`src/rtl/blkpred_pkg.sv`:
```
package blkpred_pkg;
  typedef enum logic [2:0] {
    ST_IDLE,
    ST_FETCH,
    ST_ASK,
    ST_EVAL,
    ST_PUSH
  } scan_st_t;

  localparam int unsigned NSLOT = 5;
  localparam logic [2:0] SL_UL  = 3'd0;
  localparam logic [2:0] SL_UP  = 3'd1;
  localparam logic [2:0] SL_UR  = 3'd2;
  localparam logic [2:0] SL_LF  = 3'd3;
  localparam logic [2:0] SL_CUR = 3'd4;
endpackage

```
`src/rtl/blkpred_buf.sv`:
```
module blkpred_buf #(
  parameter int PIX_W = 8,
  parameter int AW    = 8
) (
  input  logic             clk,
  input  logic             we,
  input  logic [AW-1:0]    wa,
  input  logic [PIX_W-1:0] wd,
  input  logic [AW-1:0]    ra,
  output logic [PIX_W-1:0] rd
);
  localparam int DEPTH = 1 << AW;

  logic [PIX_W-1:0] mem [DEPTH];

  always_ff @(posedge clk) begin
    if (we) mem[wa] <= wd;
    rd <= mem[ra];
  end
endmodule

```
`src/rtl/blkpred_win.sv`:
```
module blkpred_win
  import blkpred_pkg::*;
#(
  parameter int PIX_W = 8,
  parameter int SIDE  = 16
) (
  input  logic             clk,
  input  logic             rst,
  input  logic             run,
  input  logic [$clog2(SIDE)-1:0] row,
  input  logic [$clog2(SIDE)-1:0] col,
  output logic [2*$clog2(SIDE)-1:0] rd_addr,
  input  logic [PIX_W-1:0] rd_data,
  output logic [PIX_W-1:0] w_ul,
  output logic [PIX_W-1:0] w_up,
  output logic [PIX_W-1:0] w_ur,
  output logic [PIX_W-1:0] w_lf,
  output logic [PIX_W-1:0] w_cur,
  output logic             fill_done
);
  localparam int CW = $clog2(SIDE);
  localparam logic [CW-1:0] ONE  = CW'(1);
  localparam logic [CW-1:0] EDGE = CW'(SIDE - 1);

  logic [2:0]       cnt;
  logic [2:0]       prev;
  logic [CW-1:0]    row_m1, col_m1, col_p1;
  logic             inb;
  logic [PIX_W-1:0] val;

  assign row_m1    = row - ONE;
  assign col_m1    = col - ONE;
  assign col_p1    = col + ONE;
  assign prev      = cnt - 3'd1;
  assign fill_done = run && (cnt == 3'(NSLOT));

  always_comb begin
    case (cnt)
      SL_UL:   rd_addr = {row_m1, col_m1};
      SL_UP:   rd_addr = {row_m1, col};
      SL_UR:   rd_addr = {row_m1, col_p1};
      SL_LF:   rd_addr = {row, col_m1};
      default: rd_addr = {row, col};
    endcase
  end

  always_comb begin
    case (prev)
      SL_UL:   inb = (row != '0) && (col != '0);
      SL_UP:   inb = (row != '0);
      SL_UR:   inb = (row != '0) && (col != EDGE);
      SL_LF:   inb = (col != '0);
      default: inb = 1'b1;
    endcase
  end

  assign val = inb ? rd_data : '0;

  always_ff @(posedge clk) begin
    if (rst) begin
      cnt   <= '0;
      w_ul  <= '0;
      w_up  <= '0;
      w_ur  <= '0;
      w_lf  <= '0;
      w_cur <= '0;
    end else if (!run) begin
      cnt <= '0;
    end else begin
      if (cnt != '0) begin
        case (prev)
          SL_UL:   w_ul  <= val;
          SL_UP:   w_up  <= val;
          SL_UR:   w_ur  <= val;
          SL_LF:   w_lf  <= val;
          default: w_cur <= val;
        endcase
      end
      cnt <= (cnt == 3'(NSLOT)) ? '0 : cnt + 3'd1;
    end
  end

  p_slot_range_r2: assert property (@(posedge clk) disable iff (rst)
    cnt <= 3'(NSLOT));
  p_idle_reset_r2: assert property (@(posedge clk) disable iff (rst)
    !run |=> cnt == '0);
endmodule

```
`src/rtl/blkpred_acc.sv`:
```
module blkpred_acc #(
  parameter int PIX_W = 8,
  parameter int CW    = 4,
  parameter int SUM_W = 16,
  parameter int CNT_W = 9
) (
  input  logic               clk,
  input  logic               rst,
  input  logic               clear,
  input  logic               eval_en,
  input  logic [PIX_W-1:0]   pred,
  input  logic [PIX_W-1:0]   cur,
  input  logic [CW-1:0]      row,
  input  logic [CW-1:0]      col,
  input  logic [4*PIX_W-1:0] thr_all,
  input  logic [CNT_W-1:0]   max_xfer,
  output logic               take,
  output logic [SUM_W-1:0]   err_sum,
  output logic [CNT_W-1:0]   xfer_cnt,
  output logic               ovf
);
  logic [PIX_W-1:0] diff;
  logic [PIX_W-1:0] lim;
  logic [1:0]       quad;
  logic             over;

  assign diff = (pred > cur) ? (pred - cur) : (cur - pred);
  assign quad = {row[CW-1], col[CW-1]};
  assign lim  = thr_all[quad*PIX_W +: PIX_W];
  assign over = diff > lim;
  assign take = over && (xfer_cnt < max_xfer);

  always_ff @(posedge clk) begin
    if (rst || clear) begin
      err_sum  <= '0;
      xfer_cnt <= '0;
      ovf      <= 1'b0;
    end else if (eval_en) begin
      if (take) begin
        xfer_cnt <= xfer_cnt + 1'b1;
      end else begin
        err_sum <= err_sum + SUM_W'(diff);
        if (over) ovf <= 1'b1;
      end
    end
  end

  p_sum_mono_r3: assert property (@(posedge clk) disable iff (rst)
    !clear |=> err_sum >= $past(err_sum));
  p_cnt_step_r6: assert property (@(posedge clk) disable iff (rst)
    !clear |=> (xfer_cnt == $past(xfer_cnt)) || (xfer_cnt == $past(xfer_cnt) + 1'b1));
  p_ovf_sticky_r6: assert property (@(posedge clk) disable iff (rst)
    ovf && !clear |=> ovf);
  p_clear_zero_r10: assert property (@(posedge clk) disable iff (rst)
    clear |=> (err_sum == '0) && (xfer_cnt == '0) && !ovf);
endmodule

```
`src/rtl/blkpred_eval.sv`:
```
module blkpred_eval
  import blkpred_pkg::*;
#(
  parameter int PIX_W = 8,
  parameter int SIDE  = 16,
  parameter int SUM_W = 16
) (
  input  logic                        clk,
  input  logic                        rst,
  input  logic                        ld_en,
  input  logic [2*$clog2(SIDE)-1:0]   ld_addr,
  input  logic [PIX_W-1:0]            ld_data,
  input  logic [4*PIX_W-1:0]          q_thresh,
  input  logic [2*$clog2(SIDE):0]     xfer_max,
  input  logic                        start,
  output logic                        busy,
  output logic                        pred_req,
  output logic [PIX_W-1:0]            nb_ul,
  output logic [PIX_W-1:0]            nb_up,
  output logic [PIX_W-1:0]            nb_ur,
  output logic [PIX_W-1:0]            nb_lf,
  input  logic                        pred_ack,
  input  logic [PIX_W-1:0]            pred_val,
  output logic                        xfer_valid,
  input  logic                        xfer_ready,
  output logic [2*$clog2(SIDE)-1:0]   xfer_pos,
  output logic [PIX_W-1:0]            xfer_pix,
  output logic                        done,
  output logic [SUM_W-1:0]            err_sum,
  output logic [2*$clog2(SIDE):0]     xfer_count,
  output logic                        xfer_ovf
);
  localparam int CW    = $clog2(SIDE);
  localparam int AW    = 2 * CW;
  localparam int CNT_W = AW + 1;

  scan_st_t         st;
  logic [AW-1:0]    pos;
  logic [CW-1:0]    row, col;
  logic [AW-1:0]    rd_addr;
  logic [PIX_W-1:0] rd_data;
  logic [PIX_W-1:0] cur_pix;
  logic [PIX_W-1:0] pred_q;
  logic             fill_done;
  logic             take;
  logic             last;
  logic             clear;

  assign row   = pos[AW-1:CW];
  assign col   = pos[CW-1:0];
  assign last  = &pos;
  assign busy  = (st != ST_IDLE);
  assign clear = (st == ST_IDLE) && start;

  blkpred_buf #(.PIX_W(PIX_W), .AW(AW)) buf_i (
    .clk (clk),
    .we  (ld_en && (st == ST_IDLE)),
    .wa  (ld_addr),
    .wd  (ld_data),
    .ra  (rd_addr),
    .rd  (rd_data)
  );

  blkpred_win #(.PIX_W(PIX_W), .SIDE(SIDE)) win_i (
    .clk       (clk),
    .rst       (rst),
    .run       (st == ST_FETCH),
    .row       (row),
    .col       (col),
    .rd_addr   (rd_addr),
    .rd_data   (rd_data),
    .w_ul      (nb_ul),
    .w_up      (nb_up),
    .w_ur      (nb_ur),
    .w_lf      (nb_lf),
    .w_cur     (cur_pix),
    .fill_done (fill_done)
  );

  blkpred_acc #(.PIX_W(PIX_W), .CW(CW), .SUM_W(SUM_W), .CNT_W(CNT_W)) acc_i (
    .clk      (clk),
    .rst      (rst),
    .clear    (clear),
    .eval_en  (st == ST_EVAL),
    .pred     (pred_q),
    .cur      (cur_pix),
    .row      (row),
    .col      (col),
    .thr_all  (q_thresh),
    .max_xfer (xfer_max),
    .take     (take),
    .err_sum  (err_sum),
    .xfer_cnt (xfer_count),
    .ovf      (xfer_ovf)
  );

  always_ff @(posedge clk) begin
    if (rst) begin
      st         <= ST_IDLE;
      pos        <= '0;
      pred_req   <= 1'b0;
      pred_q     <= '0;
      xfer_valid <= 1'b0;
      xfer_pos   <= '0;
      xfer_pix   <= '0;
      done       <= 1'b0;
    end else begin
      done <= 1'b0;
      case (st)
        ST_IDLE: begin
          if (start) begin
            pos <= '0;
            st  <= ST_FETCH;
          end
        end
        ST_FETCH: begin
          if (fill_done) begin
            pred_req <= 1'b1;
            st       <= ST_ASK;
          end
        end
        ST_ASK: begin
          if (pred_ack) begin
            pred_q   <= pred_val;
            pred_req <= 1'b0;
            st       <= ST_EVAL;
          end
        end
        ST_EVAL: begin
          if (take) begin
            xfer_valid <= 1'b1;
            xfer_pos   <= pos;
            xfer_pix   <= cur_pix;
            st         <= ST_PUSH;
          end else if (last) begin
            done <= 1'b1;
            st   <= ST_IDLE;
          end else begin
            pos <= pos + 1'b1;
            st  <= ST_FETCH;
          end
        end
        ST_PUSH: begin
          if (xfer_ready) begin
            xfer_valid <= 1'b0;
            if (last) begin
              done <= 1'b1;
              st   <= ST_IDLE;
            end else begin
              pos <= pos + 1'b1;
              st  <= ST_FETCH;
            end
          end
        end
        default: st <= ST_IDLE;
      endcase
    end
  end

  p_push_hold_r7: assert property (@(posedge clk) disable iff (rst)
    xfer_valid && !xfer_ready |=> xfer_valid && $stable(xfer_pos) && $stable(xfer_pix));
  p_no_ask_in_push_r7: assert property (@(posedge clk) disable iff (rst)
    xfer_valid |-> !pred_req);
  p_req_hold_r2: assert property (@(posedge clk) disable iff (rst)
    pred_req && !pred_ack |=> pred_req && $stable(nb_ul) && $stable(nb_up)
                              && $stable(nb_ur) && $stable(nb_lf));
  p_done_pulse_r8: assert property (@(posedge clk) disable iff (rst)
    done |=> !done);
  p_done_idle_r8: assert property (@(posedge clk) disable iff (rst)
    done |-> !busy && !xfer_valid && !pred_req);
  p_result_hold_r8: assert property (@(posedge clk) disable iff (rst)
    !busy && !start |=> $stable(err_sum) && $stable(xfer_count) && $stable(xfer_ovf));
endmodule

```
`config.mk`:
```
export PLATFORM = sky130hd
export DESIGN_NAME = blkpred_eval
export DESIGN_NICKNAME = d
export VERILOG_FILES = /design/src/rtl/blkpred_pkg.sv /design/src/rtl/blkpred_buf.sv /design/src/rtl/blkpred_win.sv /design/src/rtl/blkpred_acc.sv /design/src/rtl/blkpred_eval.sv
export SDC_FILE = /design/constraint.sdc
export NUM_CORES = 2
export LEC_CHECK = 0
export BUFFER_PORTS_ARGS = -buffer_cell sky130_fd_sc_hd__buf_2
export CORE_MARGIN = 2
export CORE_UTILIZATION = 40
export DETAILED_ROUTE_END_ITERATION = 16
export SYNTH_ARGS = -nofsm -noshare
export SYNTH_HDL_FRONTEND = slang
export SYNTH_SLANG_ARGS = --single-unit
export TNS_END_PERCENT = 100
```
`constraint.sdc`:
```
create_clock -name clk -period 7.5 [get_ports clk]
set_input_delay 1.5 -clock clk [delete_from_list [all_inputs] [get_ports clk]]
set_output_delay 1.5 -clock clk [all_outputs]
set_load 0.005 [all_outputs]
```
==> flow_metrics.tcl <==
set metrics [dict create \
    cp-endpoint "buf_i.rd[6]" \
    rsz0062_at_grt "false" \
    cts_sinks 2163 \
    synthFlopType "edfxtp_1" \
    io_pins 149 \
    rr_endpoint "buf_i.rd[6]" \
    numPortBuffers 148 \
    initial_core_util_pct 40.3 \
    regMostFlops "buf_i.mem" \
    cts-resized-gates 0 \
    holdBufCountCts 0 \
    dr.pass1.iters 6 \
    maxCapViolCount 0 \
    seq_area_frac_synth_pct 71.9 \
    fp.dieW_um 475 \
    min_period_ps 5580 \
    yosys.area.top_type_share_pct 69.3 \
    largest_register_ff_count 2048 \
    met2_length_um 119000 \
    status "complete, no violations" \
    post_cts_buffers 0 \
    synth_enable_flop_cells 2048 \
    cts_root_buffer "clkbuf_16" \
    cts_made_buffers 212 \
    end_kind "flip-flop" \
    period_share_pct 74.5 \
    syn2layout_area_growth_pct 11.0 \
    cts_tree "yes" \
    slowest_delay_ps 1170 \
    top_regs "buf_i.mem x2048, acc_i.err_sum x16, acc_i.xfer_cnt x9" \
    dp_hpwl_um 149000 \
    gp_congestion 0.853 \
    grt_overflow 0 \
    peakVddDrop_mv 0.231 \
    core-area_sq_um 220000 \
    hp-class "reg -> reg" \
    grt_usage_pct 22.1 \
    path_cells "buf_4, inv_1, ha_1, o221ai_1, nand3_4, nand3_2, a21oi_1, o41ai_1, nand2_1, or4_1, nor3_1" \
    clock_skew_ps 28.6 \
    wl_per_cell_um 24.4 \
    fill_cells 19700 \
    grt_pass1_vias 55200 \
    leakage_nw 33.6 \
    synth_most_common_cell "nand2_1" \
    antenna_found_initial 15 \
    grt_pass1_wl_um 373000 \
    min_path_cells 2 \
    topRoutingLayerUsed "met5" \
    yosysWarnings 0 \
    nNetsFinal 7394 \
    synth_area_sq_um 88800 \
    syn_inst 7271 \
    cts_max_level 4 \
    clk_latency_ps 870 \
    r2r_cells 11 \
    drive_gt1_share_pct 7.97 \
    async_reset_ff_share_pct 0 \
    critPathKind "reg -> reg" \
    num_rows 172 \
    synth_cell_types 76 \
    via_per_inst 5.60 \
    drc 0 \
    critPathLaunchType "flip-flop" \
    via_count 58200 \
    synth_commonest_cells "2082 x nand2_1, 2048 x edfxtp_1, 953 x nand3_1, 403 x nor2_1, 231 x buf_2" \
    reg2reg_from "win_i.cnt[2]" \
    cp_max_fo 34 \
    crit_path_start "win_i.cnt[2]" \
    synth_seq_cells 2163 \
    synth_top_area_cell "edfxtp_1" \
    wl_met3_um 19500 \
    p_per_area_nw_per_um2 256 \
    synth.avg_cell_area_sq_um 12.2 \
    fmax_mhz 179 \
    synth_fp_nets 7396 \
    cp.required_ps 8280 \
    clk_pin_slew_ps 60 \
    power_mw 25.2 \
    routed_wl_um 253000 \
    setup-violations-final 0 \
    dieArea_sq_um 226000 \
    tightest_slew_ps 1310 \
    wl_met1_um 106000 \
    utilization_pct 44.7 \
    reg2reg_slack_ps 1920 \
    cp_slowest_cell "o41ai_1" \
    finalSetupTns_ps 0 \
    die_h_um 475 \
    ant_nets 0 \
    final_hold_viol_count 0 \
    cts_buffer_depth 3 \
    grt_max_degree 189 \
    initialDrtViolationCount 7027 \
    yosys-top-cells-area "edfxtp_1 69%, nand2_1 8.8%, nand3_1 5.4%, dfxtp_1 2.6%, nor2_1 1.7%" \
    maxSlewViolCount 0 \
    critical_path_arrival_ps 6360 \
    slew_headroom_pct 11.5 \
]
==> kinds of logic (layout without fill, tap and decap cells) <==
group,Yosys count,in the layout,share of synthesized area [%]
simple gates,3804,3804,18.6
flops,2163,2163,71.9
compound gates,635,635,4.61
buf+inv,524,689,2.95
mux,61,61,0.889
fa+ha+maj,54,54,0.786
xor+xnor,30,30,0.296
other cells,0,4,0
==> through the flow <==
step	hold WS [ps]	worst slack (ps)	instances	area, sq um
floorplan	440	2850	7271	88800
global placement	443	1930	10000	92000
detailed placement	449	1960	10000	92000
CTS	458	1930	10400	98500
global route	474	1690	10400	98500
finish	457	1920	10400	98500
==> power by group <==
part	internal, mW	switching [mW]	total (mW)	leakage, nW
clock	5.55	4.59	10.1	3.16
combinational	0.448	1.34	1.79	11.1
sequential	13.2	0.0328	13.3	19.3
total	19.2	5.96	25.2	33.6
==> layout make-up <==
| type | instances | area (sq um) | share of cell area [%] |
|---|---|---|---|
| Timing Repair Buffer | 250 | 1850 | 1.87 |
| Antenna cell | 4 | 10.0 | 0.0102 |
| Clock buffer | 262 | 5560 | 5.64 |
| Sequential cell | 2163 | 63800 | 64.8 |
| Clock inverter | 119 | 923 | 0.937 |
| Tap cell | 2958 | 3700 | 3.76 |
| Inverter | 58 | 218 | 0.221 |
| Multi-Input combinational cell | 4584 | 22500 | 22.8 |
==> placed cells by master, fill, tap and decap left out, drive strengths merged, types with 22 or more instances in the layout <==
cell type	n
a311oi	38
inv	66
nand3	960
a21oi	186
clkinv	100
o21ai	69
edfxtp	2048
dfxtp	115
mux2i	44
nand2	2082
nor2	404
nand4	43
ha	51
nor3	26
buf	248
and3	202
clkbuf	264
a31oi	149
o22ai	58
or4	22
==> critical path: cells and delay by family, from the launching register on <==
family / cells / cell delay (ps)
AOI/OAI and AO/OA: 3 / 1610
adders and majority gates: 1 / 350
buffers and inverters: 2 / 510
DFF: 1 / 300
and+or+nand+nor: 5 / 2680
==> metal layers <==
layer | vias up | GRT usage (%)
met1 | 29100 | 30.4
li1 | 26200 | -
met4 | 10 | 7.96
met2 | 2415 | 35.2
met5 | - | 0
met3 | 437 | 3.65
==> worst min path at each step <==
stage                             start       endpoint  slack [ps]
after floorplan               pred_q[7]      pred_q[7]         440
after global placement    win_i.w_ul[3]  win_i.w_ul[3]         440
after detailed placement  win_i.w_up[5]  win_i.w_up[5]         450
after CTS                 win_i.w_up[5]  win_i.w_up[5]         460
after global routing      win_i.w_ur[0]  win_i.w_ur[0]         470
final                     win_i.w_ul[5]  win_i.w_ul[5]         460
(Power assumes the default switching activity.)
